===== config.mk =====
export PLATFORM = sky130hd
export DESIGN_NAME = gpio_edge_bank
export DESIGN_NICKNAME = d
export VERILOG_FILES = /design/src/rtl/gpio_edge_bank.sv
export SDC_FILE = /design/constraint.sdc
export NUM_CORES = 1
export LEC_CHECK = 0
export ABC_AREA = 1
export CAP_MARGIN = 20
export CORE_MARGIN = 1.5
export CORE_UTILIZATION = 52
export DETAILED_ROUTE_END_ITERATION = 10
export DONT_BUFFER_PORTS = 1
export GPL_ROUTABILITY_DRIVEN = 0
export PLACE_DENSITY = 0.68
export SYNTH_ARGS = -nofsm -noshare
export SYNTH_HDL_FRONTEND = slang
export SYNTH_SLANG_ARGS = --single-unit

===== constraint.sdc =====
create_clock -name clk -period 7.33 [get_ports clk]
set_input_delay 2.199 -clock clk [delete_from_list [all_inputs] [get_ports clk]]
set_output_delay 2.199 -clock clk [all_outputs]
set_load 0.01 [all_outputs]

===== src/rtl/gpio_edge_bank.sv =====
module gpio_edge_bank (
  input  logic        clk,
  input  logic        rst_n,
  input  logic        reg_we,
  input  logic [7:0]  reg_addr,
  input  logic [7:0]  reg_wdata,
  output logic [7:0]  reg_rdata,
  input  logic [23:0] pin_in,
  output logic [23:0] pin_out,
  output logic [23:0] pin_oe,
  output logic        gpio_irq
);
  localparam logic [7:0] A_SET  = 8'h83;
  localparam logic [7:0] A_CLR  = 8'h86;
  localparam logic [7:0] A_DIR  = 8'h89;
  localparam logic [7:0] A_EDGE = 8'h8C;
  localparam logic [7:0] A_RISE = 8'h8F;
  localparam logic [7:0] A_FALL = 8'h92;
  localparam logic [7:0] A_PU   = 8'h95;
  localparam logic [7:0] A_PD   = 8'h98;
  localparam logic [7:0] A_MON  = 8'hA2;
  localparam logic [7:0] A_IEN  = 8'h16;
  localparam logic [7:0] A_IST  = 8'h19;

  function automatic logic [23:0] lane_sel(input logic [7:0] a, input logic [7:0] base);
    if (a == base)              return 24'hFF0000;
    else if (a == base + 8'd1)  return 24'h00FF00;
    else if (a == base + 8'd2)  return 24'h0000FF;
    else                        return 24'h000000;
  endfunction

  function automatic logic [7:0] pick(input logic [23:0] v, input logic [23:0] sel);
    return (v[23:16] & sel[23:16]) | (v[15:8] & sel[15:8]) | (v[7:0] & sel[7:0]);
  endfunction

  logic [23:0] out_q, dir_q, rise_q, fall_q, pu_q, pd_q, ien_q, edge_q, ist_q;
  logic [23:0] s1, s2, s3;

  logic [23:0] wide;
  assign wide = {3{reg_wdata}};

  logic [23:0] m_set, m_clr, m_dir, m_edge, m_rise, m_fall, m_pu, m_pd, m_ien, m_ist;
  assign m_set  = reg_we ? lane_sel(reg_addr, A_SET)  : '0;
  assign m_clr  = reg_we ? lane_sel(reg_addr, A_CLR)  : '0;
  assign m_dir  = reg_we ? lane_sel(reg_addr, A_DIR)  : '0;
  assign m_edge = reg_we ? lane_sel(reg_addr, A_EDGE) : '0;
  assign m_rise = reg_we ? lane_sel(reg_addr, A_RISE) : '0;
  assign m_fall = reg_we ? lane_sel(reg_addr, A_FALL) : '0;
  assign m_pu   = reg_we ? lane_sel(reg_addr, A_PU)   : '0;
  assign m_pd   = reg_we ? lane_sel(reg_addr, A_PD)   : '0;
  assign m_ien  = reg_we ? lane_sel(reg_addr, A_IEN)  : '0;
  assign m_ist  = reg_we ? lane_sel(reg_addr, A_IST)  : '0;

  logic [23:0] ev;
  assign ev = (s2 & ~s3 & rise_q) | (~s2 & s3 & fall_q);

  always_ff @(posedge clk) begin
    if (!rst_n) begin
      s1 <= '0; s2 <= '0; s3 <= '0;
      out_q <= '0; dir_q <= '0; rise_q <= '0; fall_q <= '0;
      pu_q <= '0; pd_q <= '0; ien_q <= '0; edge_q <= '0; ist_q <= '0;
    end else begin
      s1 <= pin_in;
      s2 <= s1;
      s3 <= s2;
      out_q  <= (out_q | (wide & m_set)) & ~(wide & m_clr);
      dir_q  <= (dir_q  & ~m_dir)  | (wide & m_dir);
      rise_q <= (rise_q & ~m_rise) | (wide & m_rise);
      fall_q <= (fall_q & ~m_fall) | (wide & m_fall);
      pu_q   <= (pu_q   & ~m_pu)   | (wide & m_pu);
      pd_q   <= (pd_q   & ~m_pd)   | (wide & m_pd);
      ien_q  <= (ien_q  & ~m_ien)  | (wide & m_ien);
      edge_q <= (edge_q & ~(wide & m_edge)) | ev;
      ist_q  <= (ist_q  & ~(wide & m_ist))  | ev;
    end
  end

  assign reg_rdata = pick(out_q,  lane_sel(reg_addr, A_SET))
                   | pick(out_q,  lane_sel(reg_addr, A_CLR))
                   | pick(dir_q,  lane_sel(reg_addr, A_DIR))
                   | pick(edge_q, lane_sel(reg_addr, A_EDGE))
                   | pick(rise_q, lane_sel(reg_addr, A_RISE))
                   | pick(fall_q, lane_sel(reg_addr, A_FALL))
                   | pick(pu_q,   lane_sel(reg_addr, A_PU))
                   | pick(pd_q,   lane_sel(reg_addr, A_PD))
                   | pick(s2,     lane_sel(reg_addr, A_MON))
                   | pick(ien_q,  lane_sel(reg_addr, A_IEN))
                   | pick(ist_q,  lane_sel(reg_addr, A_IST));

  assign pin_out  = out_q;
  assign pin_oe   = dir_q;
  assign gpio_irq = |(ist_q & ien_q);
endmodule



# Word level (Yosys, flattened, before mapping)
# Index checks and enable logic that the tools add are counted.
# word_totals
word_cells,199
output_inout_bits,57
regBits,288
# op_classes
n_bitwise,110
eq_ne,33
muxes,43
reduce_logical,1
# op_table
op,n
24-bit AND,24
24-bit two-way mux,23
8-bit AND,33
24-bit NOT,11
8-bit OR,32
24-bit OR,10
"8-bit == test, second input constant",27
16-bit two-way mux,9
8-bit two-way mux,11
"8-bit by 5-bit == test with 1-bit output, second input constant",6
24-bit OR reduction,1

# Longest topological paths before layout
# Gate-level depths: netlist of the first run.
# depth
depth_word,17
ltp_mapped,11
ltp_nobuf,9

# Worst setup path before layout of the first run
# No wires, ideal clock.
# synth_path
path_type,input port to output port
startpoint,input port reg_addr[6]
endpoint,output port reg_rdata[5]
arrival_ps,3237
path_slack_ps,1894
cell_stages,11
required_ps,5131
cell_sequence,inv_1 nand2_2 nor2_2 buf_4 buf_2 nand3_1 nand2_1 nor2_1 nand3_1 nor2_1 nand2_1
# synth_via
elab_chain_len,16
word_cells_on_any_way,131
cone_classes,eq/ne: 33; mux: 33; bitwise: 65
# synth_rtl
item,line_no,text
from (decl),5,"input logic [7:0] reg_addr,"
8-bit == test (on tied branches),"27, 28",
16-bit two-way mux / 8-bit two-way mux (equally long branches),"27, 28",
24-bit two-way mux / 16-bit two-way mux (equally long branches),"26, 27",
8-bit AND / 24-bit two-way mux (equally long branches),"33, 26",
8-bit OR / 8-bit AND (equally long branches),33,return (v[23:16] & sel[23:16]) | (v[15:8] & sel[15:8]) | (v[7:0] & sel[7:0]);
8-bit OR,33,
8-bit OR,79,"| pick(out_q, lane_sel(reg_addr, A_CLR))"
8-bit OR,80,"| pick(dir_q, lane_sel(reg_addr, A_DIR))"
8-bit OR,81,"| pick(edge_q, lane_sel(reg_addr, A_EDGE))"
8-bit OR,82,"| pick(rise_q, lane_sel(reg_addr, A_RISE))"
8-bit OR,83,"| pick(fall_q, lane_sel(reg_addr, A_FALL))"
8-bit OR,84,"| pick(pu_q, lane_sel(reg_addr, A_PU))"
8-bit OR,85,"| pick(pd_q, lane_sel(reg_addr, A_PD))"
8-bit OR,86,"| pick(s2, lane_sel(reg_addr, A_MON))"
8-bit OR,87,"| pick(ien_q, lane_sel(reg_addr, A_IEN))"
8-bit OR (*),88,"| pick(ist_q, lane_sel(reg_addr, A_IST));"
to (decl),7,"output logic [7:0] reg_rdata,"
# Mark *: on every way between the ends. The rest lies on a longest branch, timed or not.

# Worst setup path in the final report of the first run
# layout_path
startpoint,input port reg_addr[0]
endpoint,output port reg_rdata[3]
# Same word-level chain as after synthesis.

==> impl_metrics.tcl, run 1 <==
set metrics [dict create \
    yosysUniqueCellTypes 31 \
    yosys_warnings 0 \
    regArea_um2 5770 \
    fillers 2279 \
    viasPerCell 5.90 \
    antenna_found_initial 2 \
    max_slew.worst_pin.slew_ns 0.918 \
    final_core_util_pct 57.3 \
    grt_pass1_vias 11100 \
    grt_use_total_pct 33.9 \
    syn_area_per_cell_um2 7.13 \
    grt_first_pass_wirelength_um 66500 \
    synth.top_cell.area_share_pct 45.3 \
    critPathMaxFanout 12 \
    ir_drop_uv 194 \
    ant_nets 0 \
    cp_data_required_time_ns 5.13 \
    slowest_delay_ns 0.65 \
    first_pass_iters 9 \
    crit_path_start_kind "input port" \
    crit_family "simple AND/OR/NAND/NOR gates" \
    setup_viol 0 \
    initial_core_util_pct 52.6 \
    cts_tree "done" \
    power.density_nw_per_um2 240 \
    min_path_type "reg -> reg" \
    drt_iter0_drc 1692 \
    die_w_um 159 \
    multiInputGateArea_um2 5550 \
    worstPathCellList "inv_2 > nand2_4 > nor2_2 > nand2_2 > o21ai_0 > inv_1 > nand3_1 > nor2_1 > nand2_1" \
    dieArea_um2 25400 \
    wl_per_cell_um 21.1 \
    endpoint_kind "primary output" \
    overflow 0 \
    hp-start "s1[18]$_SDFF_PN0_" \
    syn2layout_area_growth_pct 8.89 \
    cts.path.max_buffers 3 \
    crit_slowest_cell "nor2_2" \
    slew_headroom_pct 38.5 \
    clock_latency_ns 0.58 \
    ys_seq_area_share_pct 45.3 \
    coreArea_um2 24200 \
    rr_startpoint "s2[22]$_SDFF_PN0_" \
    post_cts_buffers 0 \
    finalSetupTns_ns 0 \
    arrival_ns 4.18 \
    leakagePower_nw 5.51 \
    die_h_um 159 \
    synth_nets 1826 \
    place_hpwl_um 29800 \
    finalHoldViolCount 0 \
    cp.buffers_inverters 2 \
    synth-seq-cells 288 \
    io-pin-count 100 \
    cap_violations 0 \
    num_rows 57 \
    drive_gt1_share_pct 7.53 \
    via_count 12300 \
    drv_slew 0 \
    drc_errors 0 \
    portBuffers 0 \
    clk_pin_slew_ns 0.06 \
    routed_wl_um 43800 \
    outcome "completed" \
    fin_crit_ns 6.38 \
    skew_ns 0.0245 \
    yosysTopAreaCell "dfxtp_1" \
    htree_levels 1 \
    path_class "in -> out" \
    rsz0062_at_grt "false" \
    cts.repair.resized 0 \
    cts_root_buf "clkbuf_16" \
    synth_area_leaders "dfxtp_1 45%, a21oi_1 8.9%, nand2_1 8.2%, nand3_1 8.1%, inv_1 7.1%" \
    grt_max_degree 219 \
    cts_hold_buf 0 \
    syn_area_um2 12700 \
    startpoint "reg_addr[0]" \
    cts_made_buffers 30 \
    min_period_over_period_pct 87.1 \
    timing.fmax_ghz 0.157 \
    syn-instance-count 1783 \
    cts.sinks 288 \
    fin_nets 1773 \
]
[placed cells by master, fill, tap and decap left out, types with 2 or more instances in the layout]
master      count
o21ai_1        25
nand3_2        16
dfxtp_1       288
nor2_4         15
nand2_4         4
nand2_1       278
nand3_1       206
clkinv_4        3
nor2_2          8
clkbuf_1        3
o211ai_1        2
nand2_2        10
clkinv_2        5
o2111ai_1       2
nor3_1         24
inv_2           9
o31ai_1         8
a31oi_1        24
clkinvlp_4      2
clkbuf_8        8
o21ai_0       168
nand4_1         2
a21oi_1       226
inv_1         242
buf_4          15
nor2_1        120
bufinv_16       4
clkbuf_16      30
[Yosys cell counts, drive strengths merged]
| cell type | n |
|---|---|
| nor4 | 2 |
| a31oi | 24 |
| nand4 | 2 |
| a21oi | 226 |
| o21ai | 193 |
| o211ai | 2 |
| dfxtp | 288 |
| nor3 | 24 |
| clkbuf | 55 |
| nand3 | 222 |
| o31ai | 8 |
| nor2 | 143 |
| nand2 | 292 |
| o2111ai | 2 |
| nor3b | 1 |
| buf | 45 |
| a22o | 1 |
| o21a | 1 |
| o22ai | 1 |
| inv | 251 |
[worst paths after layout]
kind              depth (start not counted)  slack, ns                     to
setup / recovery                          9       0.95           reg_rdata[3]
hold / removal                            2       0.41      s2[18]$_SDFF_PN0_
setup reg to reg                          3       5.86  edge_q[22]$_SDFF_PN0_
hold reg to reg                           2       0.41      s2[18]$_SDFF_PN0_
[metrics by stage]
step	total power, mW	cells	area (um^2)	hold slack, ns	setup WS, ns
floorplan	1.72	1783	12700	0.390	1.89
global placement	1.72	2022	12800	0.393	1.10
CTS	3.33	2078	13800	0.408	1.06
detailed placement	1.72	2022	12800	0.396	1.07
global route	3.41	2078	13800	0.428	0.901
finish	3.33	2079	13800	0.407	0.948
[kinds of logic after synthesis]
group,Yosys count,share of synthesized area (%)
AOI/OAI and AO/OA,458,18.6
DFF,288,45.3
and+or+nand+nor,686,25.0
buffers and inverters,351,11.1
[per-layer routing]
metal	global-route usage, %	wire length [um]	vias up
met5	0	11	-
li1	-	-	5699
met4	18.1	2630	2
met1	45.0	17200	5595
met3	9.46	5600	171
met2	50.0	18300	798
[where the power goes]
group	switching, mW	internal [mW]
Sequential	0.0112	1.58
Clock	0.662	0.975
Combinational	0.0723	0.0236
[cell type report]
| cell class | count | share of cell area [%] |
|---|---|---|
| Inverter | 251 | 6.80 |
| Multi-Input combinational cell | 1144 | 40.0 |
| Timing Repair Buffer | 15 | 0.813 |
| Clock inverter | 15 | 1.46 |
| Sequential cell | 288 | 41.6 |
| Tap cell | 324 | 2.93 |
| Clock buffer | 41 | 6.30 |
| Antenna cell | 1 | 0.0181 |
[worst register-to-register path, cell delays in order, from the launching register on]
cell and delay [ns]:
dfxtp_1 0.35, inv_1 0.06, a31oi_1 0.74, a21oi_1 0.15
(Power assumes the default switching activity.)
==> inputs of run 2 (changes only) <==
CELL_PAD_IN_SITES_DETAIL_PLACEMENT = 1   (was default)
CELL_PAD_IN_SITES_GLOBAL_PLACEMENT = 1   (was default)
CORE_UTILIZATION = 50   (was 52)
PLACE_DENSITY = 0.86   (was 0.68)
==> run 2 against run 1 <==
Effect of this change: largest cell class unchanged; critical path type unchanged; critical path depth shrank 2; hold slack better by 0.0025 ns; routed wire length grew 11%; sequential cell count unchanged; highest routed layer is now met4; core utilization fell by 2.0 points.
==> impl_metrics.tcl, run 2 (synthesized netlist as in run 1, its figures left out) <==
set metrics [dict create \
    leakagePower_nw 5.49 \
    drive_gt1_share_pct 7.36 \
    die_h_um 162 \
    timing.rr.end "edge_q[18]$_SDFF_PN0_" \
    drv_slew 0 \
    stdcell_count 2083 \
    min_period_over_period_pct 86.9 \
    grt_first_pass_wirelength_um 73700 \
    reg2reg_slack_ns 5.87 \
    place_hpwl_um 33300 \
    cts.repair.resized 0 \
    setup_viol 0 \
    first_pass_iters 5 \
    coreArea_um2 25000 \
    grt_use_total_pct 36.7 \
    slew_headroom_pct 25.2 \
    fin_crit_ns 6.37 \
    crit_family "simple AND/OR/NAND/NOR gates" \
    cap_violations 0 \
    cts.path.max_buffers 3 \
    timing.critical_path.depth 7 \
    drc_errors 0 \
    setup_ws_ns 0.960 \
    layout_commonest_cell "dfxtp_1" \
    arrival_ns 4.17 \
    initial_core_util_pct 50.8 \
    slowest_delay_ns 0.55 \
    min_path_type "reg -> reg" \
    crit_path_start_kind "input port" \
    regArea_um2 5770 \
    max_slew.worst_pin.slew_ns 1.12 \
    startpoint "reg_addr[6]" \
    crit_slowest_cell "nor2_4" \
    final_area_um2 13800 \
    num_rows 58 \
    clk_pin_slew_ns 0.06 \
    endpoint_kind "primary output" \
    clock_latency_ns 0.58 \
    io-pin-count 100 \
    finalHoldViolCount 0 \
    endpoint "reg_rdata[0]" \
    cts.sinks 288 \
    post_cts_buffers 0 \
    grt_max_degree 219 \
    cp.buffers_inverters 1 \
    path_class "in -> out" \
    final_cell_mix "288 x dfxtp_1, 278 x nand2_1, 242 x inv_1" \
    cts_made_buffers 31 \
    dpl.cell_count 2024 \
    drt_iter0_drc 1315 \
    cts_hold_buf 0 \
    cp_data_required_time_ns 5.13 \
    multiInputGateArea_um2 5550 \
    whs_ns 0.410 \
    cts_tree "done" \
    placed_area_um2 12800 \
    via_count 12500 \
    routed_wl_um 48800 \
    antenna_found_initial 1 \
    worstPathCellList "inv_1 > nand2_2 > nor2_4 > nand2_1 > o21ai_0 > nor2_1 > nand3_1" \
    portBuffers 0 \
    rr_worst_depth 3 \
    dieArea_um2 26400 \
    rr_startpoint "s2[18]$_SDFF_PN0_" \
    rsz0062_at_grt "false" \
    skew_ns 0.0180 \
    cts_root_buf "clkbuf_16" \
    wl_per_cell_um 23.4 \
    htree_levels 1 \
    syn2layout_area_growth_pct 8.88 \
    fillers 3270 \
    die_w_um 162 \
    fin_nets 1770 \
    viasPerCell 6.02 \
    outcome "completed" \
    critPathMaxFanout 26 \
    ir_drop_uv 264 \
    grt_pass1_vias 12600 \
    final_core_util_pct 55.3 \
    finalSetupTns_ns 0 \
    pre_cts_slack_ns 1.04 \
    p_total_mw 3.36 \
    timing.fmax_ghz 0.157 \
    overflow 0 \
    power.density_nw_per_um2 243 \
    ant_nets 0 \
]
run 2: cell count changes in the layout (fill, tap and decap cells not counted):
cell,change
clkbuf_16,+1
buf_12,+1
clkinv_8,-1
clkinv_2,+3
clkinv_4,-3
inv_16,+1
clkbuf_8,-2
clkbuf_1,+1
clkinvlp_4,+2
buf_4,-5
run 2: worst min path at each step:
stage / start / to / slack [ns] / depth (start not counted)
floorplan: s1[0]$_SDFF_PN0_ / s2[0]$_SDFF_PN0_ / 0.39 / 2
global placement: s1[3]$_SDFF_PN0_ / s2[3]$_SDFF_PN0_ / 0.39 / 2
detailed placement: s1[17]$_SDFF_PN0_ / s2[17]$_SDFF_PN0_ / 0.40 / 2
CTS: s1[19]$_SDFF_PN0_ / s2[19]$_SDFF_PN0_ / 0.42 / 2
global route: s1[17]$_SDFF_PN0_ / s2[17]$_SDFF_PN0_ / 0.43 / 2
finish: s1[19]$_SDFF_PN0_ / s2[19]$_SDFF_PN0_ / 0.41 / 2
run 2: layout make-up:
type / count / share of cell area, %
flip-flops and latches: 288 / 41.6
multi-input cells: 1144 / 40.1
inverters: 251 / 6.80
clock buffers: 41 / 6.31
well taps: 330 / 2.98
clock inverters: 17 / 1.52
repair buffers: 11 / 0.687
diodes: 1 / 0.0181
run 2: worst reg2reg max path, cell delays in order (launching register included):
cell and delay [ns]:
dfxtp_1 0.42, inv_1 0.09, a31oi_1 0.66, a21oi_1 0.15
run 2: report_power, final:
| group | internal, mW | switching (mW) | total [mW] | leakage (nW) |
|---|---|---|---|---|
| combinational | 0.0235 | 0.0758 | 0.0994 | 2.63 |
| clock | 0.981 | 0.686 | 1.67 | 0.528 |
| sequential | 1.58 | 0.0125 | 1.60 | 2.33 |
run 2: per-layer routing:
layer / GRT usage [%] / share of wire, %
met1: 45.8 / 39
met2: 59.1 / 46
met3: 6.52 / 8.7
met4: 22.6 / 6.5
met5: 0 / 0
